<file path="src/rtl/tw_pkg.sv">
// Shared types for the three-wire slave.
package tw_pkg;
    // Where a transfer stands: still collecting the command, or past it.
    typedef enum logic {
        PH_CMD  = 1'b0,
        PH_DATA = 1'b1
    } tw_phase_e;
endpackage

</file>
<file path="src/rtl/tw_sync_edge.sv">
// Brings the three asynchronous serial pins into the system clock domain.
// Also flags rising and falling edges of the serial clock.
// Assumes STAGES >= 2. Assumes each serial clock level lasts at least
// STAGES+2 system clocks, so no edge is lost.
module tw_sync_edge #(
    parameter int STAGES = 2
) (
    input  logic clk,
    input  logic rst_n,
    input  logic cs_raw,
    input  logic sclk_raw,
    input  logic sdi_raw,
    output logic cs_s,
    output logic sdi_s,
    output logic sclk_rise,
    output logic sclk_fall
);
    localparam int NSIG = 3;

    logic [NSIG-1:0] raw_vec;
    logic [NSIG-1:0] synced;
    logic            sclk_d;

    assign raw_vec = {sdi_raw, sclk_raw, cs_raw};

    genvar g;
    generate
        for (g = 0; g < NSIG; g++) begin : g_sig
            logic [STAGES-1:0] chain;
            // Shift one pin through its synchronizer chain.
            always_ff @(posedge clk) begin
                if (!rst_n) chain <= '0;
                else        chain <= {chain[STAGES-2:0], raw_vec[g]};
            end
            assign synced[g] = chain[STAGES-1];
        end
    endgenerate

    // Keep last synchronized serial clock level for edge detection.
    always_ff @(posedge clk) begin
        if (!rst_n) sclk_d <= 1'b0;
        else        sclk_d <= synced[1];
    end

    assign cs_s      = synced[0];
    assign sdi_s     = synced[2];
    assign sclk_rise = synced[1] & ~sclk_d;
    assign sclk_fall = ~synced[1] & sclk_d;
endmodule

</file>
<file path="src/rtl/tw_deser.sv">
// Collects serial bits, LSB first, into bytes on rising serial clock edges.
// Marks whether each finished byte was the command or a data byte.
// Assumes synchronized inputs. Chip select low clears all progress.
module tw_deser
    import tw_pkg::*;
#(
    parameter int DATA_W = 8,
    parameter int CNT_W  = $clog2(DATA_W)
) (
    input  logic              clk,
    input  logic              rst_n,
    input  logic              cs_s,
    input  logic              sdi_s,
    input  logic              sclk_rise,
    output tw_phase_e         phase,
    output logic [CNT_W-1:0]  bit_cnt,
    output logic              byte_done,
    output logic              byte_is_cmd,
    output logic [DATA_W-1:0] byte_val
);
    logic [DATA_W-1:0] rx;

    // Shift in bits, count them, and pulse when a byte is complete.
    always_ff @(posedge clk) begin
        if (!rst_n) begin
            rx          <= '0;
            bit_cnt     <= '0;
            byte_done   <= 1'b0;
            byte_is_cmd <= 1'b0;
            phase       <= PH_CMD;
        end else if (!cs_s) begin
            bit_cnt     <= '0;
            byte_done   <= 1'b0;
            byte_is_cmd <= 1'b0;
            phase       <= PH_CMD;
        end else begin
            byte_done <= 1'b0;
            if (sclk_rise) begin
                rx <= {sdi_s, rx[DATA_W-1:1]};
                if (bit_cnt == CNT_W'(DATA_W - 1)) begin
                    bit_cnt     <= '0;
                    byte_done   <= 1'b1;
                    byte_is_cmd <= (phase == PH_CMD);
                    phase       <= PH_DATA;
                end else begin
                    bit_cnt <= bit_cnt + 1'b1;
                end
            end
        end
    end

    assign byte_val = rx;
endmodule

</file>
<file path="src/rtl/tw_access.sv">
// Turns decoded bytes into register file accesses. Holds the address
// pointer and the direction. Applies write protection and reserved
// address rules, feeds the read shifter and raises the result-hold flag.
// Assumes ADDR_W < DATA_W. The command direction bit is bit DATA_W-1.
module tw_access
    import tw_pkg::*;
#(
    parameter int DATA_W    = 8,
    parameter int ADDR_W    = 7,
    parameter int CNT_W     = 3,
    parameter int LAST_ADDR = 14,
    parameter int CTRL_ADDR = 11
) (
    input  logic              clk,
    input  logic              rst_n,
    input  logic              cs_s,
    input  logic              sclk_fall,
    input  tw_phase_e         phase,
    input  logic [CNT_W-1:0]  bit_cnt,
    input  logic              byte_done,
    input  logic              byte_is_cmd,
    input  logic [DATA_W-1:0] byte_val,
    input  logic [DATA_W-1:0] reg_rdata,
    input  logic              wp_in,
    output logic [ADDR_W-1:0] reg_addr,
    output logic [DATA_W-1:0] reg_wdata,
    output logic              reg_we,
    output logic              sdo,
    output logic              sdo_oe,
    output logic              conv_hold
);
    localparam logic [ADDR_W-1:0] LAST = ADDR_W'(LAST_ADDR);
    localparam logic [ADDR_W-1:0] CTRL = ADDR_W'(CTRL_ADDR);

    logic [ADDR_W-1:0] ptr;
    logic              wr_mode;
    logic              load_pend;
    logic              adv_pend;
    logic              we_q;
    logic [DATA_W-1:0] wdata_q;
    logic [DATA_W-1:0] tx;
    logic              sdo_q;
    logic              oe_q;
    logic              in_range;
    logic              write_ok;
    logic [DATA_W-1:0] rd_val;

    // Step the pointer: wrap after the last register, else modulo 2^ADDR_W.
    function automatic logic [ADDR_W-1:0] next_addr(input logic [ADDR_W-1:0] a);
        return (a == LAST) ? '0 : a + 1'b1;
    endfunction

    // Decide whether the current address may be written or read.
    always_comb begin
        in_range = (ptr <= LAST);
        write_ok = in_range && (!wp_in || ptr == CTRL);
        rd_val   = in_range ? reg_rdata : '0;
    end

    // Sequence the pointer, register writes, read loads and output bits.
    always_ff @(posedge clk) begin
        if (!rst_n) begin
            ptr       <= '0;
            wr_mode   <= 1'b1;
            load_pend <= 1'b0;
            adv_pend  <= 1'b0;
            we_q      <= 1'b0;
            wdata_q   <= '0;
            tx        <= '0;
            sdo_q     <= 1'b0;
            oe_q      <= 1'b0;
        end else begin
            we_q <= 1'b0;
            if (adv_pend) begin
                ptr      <= next_addr(ptr);
                adv_pend <= 1'b0;
            end
            if (!cs_s) begin
                wr_mode   <= 1'b1;
                load_pend <= 1'b0;
                oe_q      <= 1'b0;
            end else begin
                if (load_pend) begin
                    tx        <= rd_val;
                    load_pend <= 1'b0;
                end
                if (byte_done) begin
                    if (byte_is_cmd) begin
                        ptr       <= byte_val[ADDR_W-1:0];
                        wr_mode   <= byte_val[DATA_W-1];
                        load_pend <= ~byte_val[DATA_W-1];
                    end else if (wr_mode) begin
                        we_q     <= write_ok;
                        wdata_q  <= byte_val;
                        adv_pend <= 1'b1;
                    end else begin
                        ptr       <= next_addr(ptr);
                        load_pend <= 1'b1;
                    end
                end
                if (sclk_fall && phase == PH_DATA && !wr_mode) begin
                    sdo_q <= tx[bit_cnt];
                    oe_q  <= 1'b1;
                end
            end
        end
    end

    assign reg_addr  = ptr;
    assign reg_wdata = wdata_q;
    assign reg_we    = we_q;
    assign sdo       = sdo_q;
    assign sdo_oe    = oe_q & cs_s;
    assign conv_hold = cs_s & (phase == PH_DATA) & ~wr_mode & (ptr == LAST);
endmodule

</file>
<file path="src/rtl/tw_slave.sv">
// Three-wire register access slave: synchronizer, byte collector and
// access sequencer. Everything runs on clk. The serial clock must be
// slow enough that each level spans several system clocks.
module tw_slave
    import tw_pkg::*;
#(
    parameter int DATA_W      = 8,
    parameter int LAST_ADDR   = 14,
    parameter int CTRL_ADDR   = 11,
    parameter int SYNC_STAGES = 2
) (
    input  logic              clk,
    input  logic              rst_n,
    input  logic              cs,
    input  logic              sclk,
    input  logic              sdio_in,
    output logic              sdio_out,
    output logic              sdio_oe,
    output logic [DATA_W-2:0] reg_addr,
    output logic [DATA_W-1:0] reg_wdata,
    output logic              reg_we,
    input  logic [DATA_W-1:0] reg_rdata,
    input  logic              wp_in,
    output logic              conv_hold
);
    localparam int ADDR_W = DATA_W - 1;
    localparam int CNT_W  = $clog2(DATA_W);

    logic              cs_s;
    logic              sdi_s;
    logic              sclk_rise;
    logic              sclk_fall;
    tw_phase_e         phase;
    logic [CNT_W-1:0]  bit_cnt;
    logic              byte_done;
    logic              byte_is_cmd;
    logic [DATA_W-1:0] byte_val;

    tw_sync_edge #(.STAGES(SYNC_STAGES)) u_sync (
        .clk       (clk),
        .rst_n     (rst_n),
        .cs_raw    (cs),
        .sclk_raw  (sclk),
        .sdi_raw   (sdio_in),
        .cs_s      (cs_s),
        .sdi_s     (sdi_s),
        .sclk_rise (sclk_rise),
        .sclk_fall (sclk_fall)
    );

    tw_deser #(.DATA_W(DATA_W), .CNT_W(CNT_W)) u_deser (
        .clk         (clk),
        .rst_n       (rst_n),
        .cs_s        (cs_s),
        .sdi_s       (sdi_s),
        .sclk_rise   (sclk_rise),
        .phase       (phase),
        .bit_cnt     (bit_cnt),
        .byte_done   (byte_done),
        .byte_is_cmd (byte_is_cmd),
        .byte_val    (byte_val)
    );

    tw_access #(
        .DATA_W    (DATA_W),
        .ADDR_W    (ADDR_W),
        .CNT_W     (CNT_W),
        .LAST_ADDR (LAST_ADDR),
        .CTRL_ADDR (CTRL_ADDR)
    ) u_access (
        .clk         (clk),
        .rst_n       (rst_n),
        .cs_s        (cs_s),
        .sclk_fall   (sclk_fall),
        .phase       (phase),
        .bit_cnt     (bit_cnt),
        .byte_done   (byte_done),
        .byte_is_cmd (byte_is_cmd),
        .byte_val    (byte_val),
        .reg_rdata   (reg_rdata),
        .wp_in       (wp_in),
        .reg_addr    (reg_addr),
        .reg_wdata   (reg_wdata),
        .reg_we      (reg_we),
        .sdo         (sdio_out),
        .sdo_oe      (sdio_oe),
        .conv_hold   (conv_hold)
    );
endmodule

</file>
<file path="config.mk">
export PLATFORM = sky130hd
export DESIGN_NAME = tw_slave
export DESIGN_NICKNAME = d
export VERILOG_FILES = /design/src/rtl/tw_pkg.sv /design/src/rtl/tw_sync_edge.sv /design/src/rtl/tw_deser.sv /design/src/rtl/tw_access.sv /design/src/rtl/tw_slave.sv
export SDC_FILE = /design/constraint.sdc
export NUM_CORES = 1
export LEC_CHECK = 0
export BUFFER_PORTS_ARGS = -buffer_cell sky130_fd_sc_hd__buf_2
export CAP_MARGIN = 20
export CELL_PAD_IN_SITES_DETAIL_PLACEMENT = 2
export CELL_PAD_IN_SITES_GLOBAL_PLACEMENT = 2
export CORE_AREA = 8 8 94 96
export CTS_CLUSTER_DIAMETER = 80
export CTS_CLUSTER_SIZE = 8
export DETAILED_ROUTE_END_ITERATION = 12
export DIE_AREA = 0 0 102 104
export PLACE_DENSITY = 0.81
export SKIP_CTS_REPAIR_TIMING = 1
export SYNTH_ARGS = -nofsm -noshare
export SYNTH_HDL_FRONTEND = slang
export SYNTH_SLANG_ARGS = --single-unit
</file>
<file path="constraint.sdc">
create_clock -name clk -period 1.4 [get_ports clk]
set_input_delay 0 -clock clk [delete_from_list [all_inputs] [get_ports clk]]
set_output_delay 0 -clock clk [all_outputs]
set_load 0.01 [all_outputs]
</file>
Word-level counts from Yosys, hierarchy flattened
Cells that the tools add are included.

word-level totals
  input port bits = 14
  word-level logic and storage cells = 71
  output and inout port bits = 19
  bits in registers = 50

cells by class
  $lt $le $gt $ge = 2
  equality and inequality tests = 3
  add/subtract/negate cells = 2
  bitwise operators = 15
  reductions and logical operators = 17
  muxes and demuxes = 14

operators by type and width
  kind                                                                               number
  7-bit 2-to-1 mux                                                                   6
  7-bit by 4-bit == test with 1-bit output (second input constant)                   2
  2-bit AND reduction                                                                6
  1-bit NOT                                                                          9
  8-bit 2-to-1 mux                                                                   1
  7-bit by 1-bit adder with 7-bit output (second input constant)                     1
  7-bit by 4-bit less-or-equal comparator with 1-bit output (second input constant)  1
  1-bit AND                                                                          6
  3-bit AND reduction                                                                2
  1-bit 2-to-1 mux                                                                   5
  5-bit OR reduction                                                                 1
  3-bit by 4-bit less-than comparator with 1-bit output (second input constant)      1
  4-bit AND reduction                                                                1
  4-bit OR reduction                                                                 1
  3-bit by 1-bit adder with 3-bit output (second input constant)                     1
  1-bit binary-select mux with 3-bit select                                          1
  3-bit == test (second input constant)                                              1
  1-bit logical AND                                                                  3
  3-bit 2-to-1 mux                                                                   1
  1-bit zero test                                                                    2
  1-bit logical OR                                                                   1

Longest topological paths before layout
  depth in word-level cells = 7
  gate-level depth with buffers = 6
  mapped depth without buffers = 6

Modules after synthesis
From an unflattened synthesis, not the netlist that was laid out.

unflattened totals
  cells, all modules = 260
  area total of the unflattened synthesis = 2399.8 um2

modules (own cells, without submodules)
  module        cells an instance  area each (um2)  seq. area each (um2)  instances
  tw_access     183                1606.5           580.6                 1
  tw_deser      61                 596.8            280.3                 1
  tw_sync_edge  16                 196.4            140.1                 1

Worst setup path after synthesis
Ideal clock, no wire load.

  kind = reg2reg
  from = register u_access.ptr[0] (netlist: u_access.reg_addr[0])
  to = register u_access.ptr[2] (netlist: u_access.reg_addr[2])
  period minus slack after synthesis = 1.586 ns
  arrival = 1.512 ns
  setup slack = -0.186 ns
  required time = 1.326 ns
  buffers on the path = 0
  cell stages (with the launch flop) = 7
  setup time = 0.074 ns
  path through = dfxtp_1 > inv_1 > ha_1 > and3_1 > a211oi_2 > nand3_1 > a31oi_1

on the way
  cells in the longest elaborated chain, start to end = 7
  elaborated cells between the ends (all ways) = 8
  classes of those cells = add/sub: 1; eq/ne: 1; mux: 6

ends and longest elaborated chain
  item                                                                                                       RTL line         text
  from (decl)                                                                                                tw_access.sv:35  logic [ADDR_W-1:0] ptr;
  from (signal assigned)                                                                                     tw_access.sv:75  ptr <= next_addr(ptr);
  from (signal assigned)                                                                                     tw_access.sv:89  ptr <= byte_val[ADDR_W-1:0];
  from (signal assigned)                                                                                     tw_access.sv:97  ptr <= next_addr(ptr);
  7-bit by 1-bit adder with 7-bit output / 7-bit by 4-bit == test with 1-bit output (equally long branches)  tw_access.sv:50  return (a == LAST) ? '0 : a + 1'b1;
  7-bit 2-to-1 mux (*)                                                                                       tw_access.sv:50
  7-bit 2-to-1 mux                                                                                           tw_access.sv:74  if (adv_pend) begin
  7-bit 2-to-1 mux                                                                                           tw_access.sv:92  end else if (wr_mode) begin
  7-bit 2-to-1 mux                                                                                           tw_access.sv:88  if (byte_is_cmd) begin
  7-bit 2-to-1 mux                                                                                           tw_access.sv:87  if (byte_done) begin
  7-bit 2-to-1 mux (*)                                                                                       tw_access.sv:78  if (!cs_s) begin

Every way passes the cells marked *; elsewhere a longest branch is shown, timed or not.
A chain may end at the register's enable or synchronous reset.

Worst setup path after layout
  from = register u_access.ptr[0] (netlist: u_access.reg_addr[0])
  to = register u_access.ptr[4] (netlist: u_access.reg_addr[4])

The elaborated chain is that of the path after synthesis.

==> impl_results.md <==
* Remaining antenna violation count after routing at 0
* Width of the chip at a little over 100 um
* Yosys warns at 0
* Int Pwr at ~0.0018 W
* RSZ-0062 raised after global routing: yes
* Initial Utilization at 28.6%
* Post-synthesis sequential area ratio at between 40% and 50%
* Worst R2R Start: u_access.reg_addr[0]
* Type of the most critical hold path: input pin to flip-flop
* Initial antenna violation count at 0
* # placed instances at roughly 390
* Global-route wire length before repair at roughly 11000 um
* Fraction of layout instances using a drive strength above 1 at 38.1%
* Violated checks: setup timing
* Cells on worst reg2reg path at 7
* Sink Count at 50
* Gate power share at under 10%
* Post-synth top area cell: dfxtp_1
* Crit path cell chain: inv_4, ha_4, and3_4, a211oi_4, buf_6, a22oi_1, o22ai_1
* Detailed placement HPWL at around 4900 um
* Core area at 7450 um^2
* Gr usage total at between 10% and 20%
* Final setup violating endpoints at 13
* Synth Register Bits at 50
* Sw frac at a little under a quarter
* DR WL/cell at approximately 18 um
* Setup ws final at -179 ps
* Synth Cell Area at between 2000 and 2500 um^2
* TritonCTS clock tree: built
* Grt ovf at 0
* IO buf count at 32
* Ys async rst share at 0%
* Drt pass-1 iters at 4
* Inserted Diodes at 0
* Post-Route Skew at 6.49 ps
* Clock share of power at between 30% and 40%
* Slowest stage delay, CP at 380 ps
* Slew Limit Fails at 0
* Residual DRC at 0
* Hold_sp: rst_n
* Fmax at approximately 630 MHz
* Placer Congestion at around 0.81
* Status: finished, violations left
* Worst-path clk slew at roughly 90 ps
* Syn Inst Count at 240
* Max cap viols at 0
* Final worst path period share at 113%
* Number of global-route vias before repair at roughly 2100
* Slowest cell on crit path: dfxtp_4
* CP Max Fanout at 5
* R2r setup slk at -180 ps
* Seq pwr share at approximately three fifths
* Critical path capture point type: flip-flop
* Drt initial violations at 38
* Yosys cell types at 40
* Worst EP required at 1630 ps
* Via count at just over 2000
* Leakage at approximately 1.1 nW
* Switching Power at roughly 0.00056 W
* Die ar. at 10600 um^2
* Crit Path Class: flip-flop to flip-flop
* Peak VDD IR at 0.000415 V
* FF-to-FF End: u_access.reg_addr[4]
* Max Root-Sink Buffers at 2
* Power Dens Cells at ~790 nW/um^2
* Root buf cell: clkbuf_8
* Most frequent cell after synthesis: dfxtp_1
* H-tree levels at 2
* EDFF count, synth at 0
* Io pins at 33
* Synthesized net count at 258
* Final Hold Fails at 0
* Final nets at 328
* Share of the synthesized area in the top cell type at around 47%
* Post-route insts no fill at 412
* Largest net degree at the start of global routing at 17
* P&R area growth vs syn at 41.5%
* Dominant synthesized flop cell: dfxtp_1
* Min-Delay Path Depth at 2
* Die Y at between 100 and 150 um
* Clock Latency Late Sink at between 300 and 400 ps
* Vias per cell at between 5 and 6
* Mean Syn Cell Area at 8.89 um^2
* # fillers at ~830
* Critical path arrival at 1810 ps
* Num CTS Buffers at 5
* Worst setup SP type: flip-flop
* Largest cells by area after synthesis: dfxtp_1 47%, nand2_1 6.3%, a21oi_1 6.1%, a22oi_1 4.2%, nor2_1 3.0%
* Top cells by count, synth: 50 x dfxtp_1, 36 x nand2_1, 26 x a21oi_1
* Slew headroom at between 70% and 80%
* Hold Path End: u_access.oe_q
* Total Wirelength at 7260 um
* Row cnt at 32
* Min Clock Period, post-route at around 1600 ps
* Worst-margin pin slew at a little under 400 ps
* Pre-CTS WS at -245 ps
==> per-stage QoR <==
step	setup TNS (ps)	utilization, %	area [um^2]	hold slack [ps]	total power (W)
after floorplan	0	-	2170	88.1	0.00150
after global placement	-588	34.7	2580	193	0.00154
after detailed placement	-2450	34.7	2580	201	0.00154
after CTS	-3170	35.8	2660	-139	0.00239
after global routing	-1800	40.5	3020	58.9	0.00249
final	-904	40.5	3020	52.5	0.00238
==> kinds of logic after synthesis <==
family                   synth area share, %
AO/OA/AOI/OAI                           18.1
multiplexers                            4.46
flip-flops                              46.9
buffers and inverters                   3.40
adder cells (fa/ha/maj)                 2.35
XOR/XNOR                                2.05
AND/OR/NAND/NOR                         22.8
==> flip-flops by register name, indices dropped and copies added, names as in the netlist <==
signal and count:
u_access.reg_we 1, u_access.wr_mode 1, u_sync.g_sig.chain 6, u_deser.byte_done 1, u_deser.phase 1, u_access.sdo 1
u_deser.byte_is_cmd 1, u_sync.sclk_d 1, u_access.reg_addr 7, u_access.oe_q 1, u_deser.bit_cnt 3, u_access.tx 8
u_access.reg_wdata 8, u_deser.byte_val 8, u_access.load_pend 1, u_access.adv_pend 1
==> critical path, delay by kind of cell (launching register included) <==
family	cells	cell delay (ps)
flip-flops	1	380
AND/OR/NAND/NOR	1	210
buffers and inverters	2	190
AO/OA/AOI/OAI	3	580
adder cells (fa/ha/maj)	1	150
==> how the worst max path moves through the flow <==
stage	startpoint	end	slack, ps	depth (start not counted)
2_1_floorplan	u_access.reg_addr[0]	u_access.reg_addr[2]	3	6
3_3_place_gp	u_access.reg_addr[1]	u_access.tx[4]	-70	5
3_5_place_dp	u_access.reg_addr[1]	u_access.tx[4]	-240	5
4_1_cts	u_access.reg_addr[1]	conv_hold	-360	5
5_1_grt	u_access.reg_addr[0]	u_access.reg_addr[4]	-270	7
6_report	u_access.reg_addr[0]	u_access.reg_addr[4]	-180	7
==> final cells by class <==
cell class / instances / area, um^2 / area share [%]
Timing Repair Buffer: 74 / 522 / 17.3
Clock buffer: 5 / 68.8 / 2.28
Clock inverter: 2 / 13.8 / 0.456
Tap cell: 102 / 128 / 4.23
Inverter: 5 / 21.3 / 0.705
Multi-Input combinational cell: 174 / 1250 / 41.3
Sequential cell: 50 / 1020 / 33.7
==> layer usage <==
| metal | vias up | wire length, um | global-route usage (%) | part of all wire (%) |
|---|---|---|---|---|
| met5 | - | 0 | 0 | 0 |
| met4 | 0 | 144 | 3.46 | 2.0 |
| met3 | 13 | 232 | 2.74 | 3.2 |
| met2 | 34 | 3900 | 22.8 | 54 |
| met1 | 1033 | 2980 | 14.3 | 41 |
| li1 | 993 | - | - | - |
==> cell usage in the layout, fill, tap and decap left out, drive strengths merged, types with 4 or more instances in the layout <==
| cell | instances |
|---|---|
| a22oi | 12 |
| a211oi | 5 |
| and2 | 9 |
| ha | 4 |
| mux2i | 5 |
| buf | 62 |
| nor2 | 18 |
| nor2b | 4 |
| o21ai | 5 |
| clkbuf | 5 |
| nand3 | 12 |
| a21oi | 26 |
| inv | 6 |
| nand2 | 37 |
| nor3 | 4 |
| dfxtp | 50 |
| dlygate4sd3 | 12 |
==> power groups by stage <==
stage	sequential [W]	combinational (W)	clock, W
floorplan	0.00146	0.0000321	0
global placement	0.00147	0.0000705	0
detailed placement	0.00147	0.0000732	0
CTS	0.00143	0.0000740	0.000887
global route	0.00143	0.000115	0.000946
finish	0.00143	0.000104	0.000849
No activity file was read; power rests on OpenSTA's default activity.
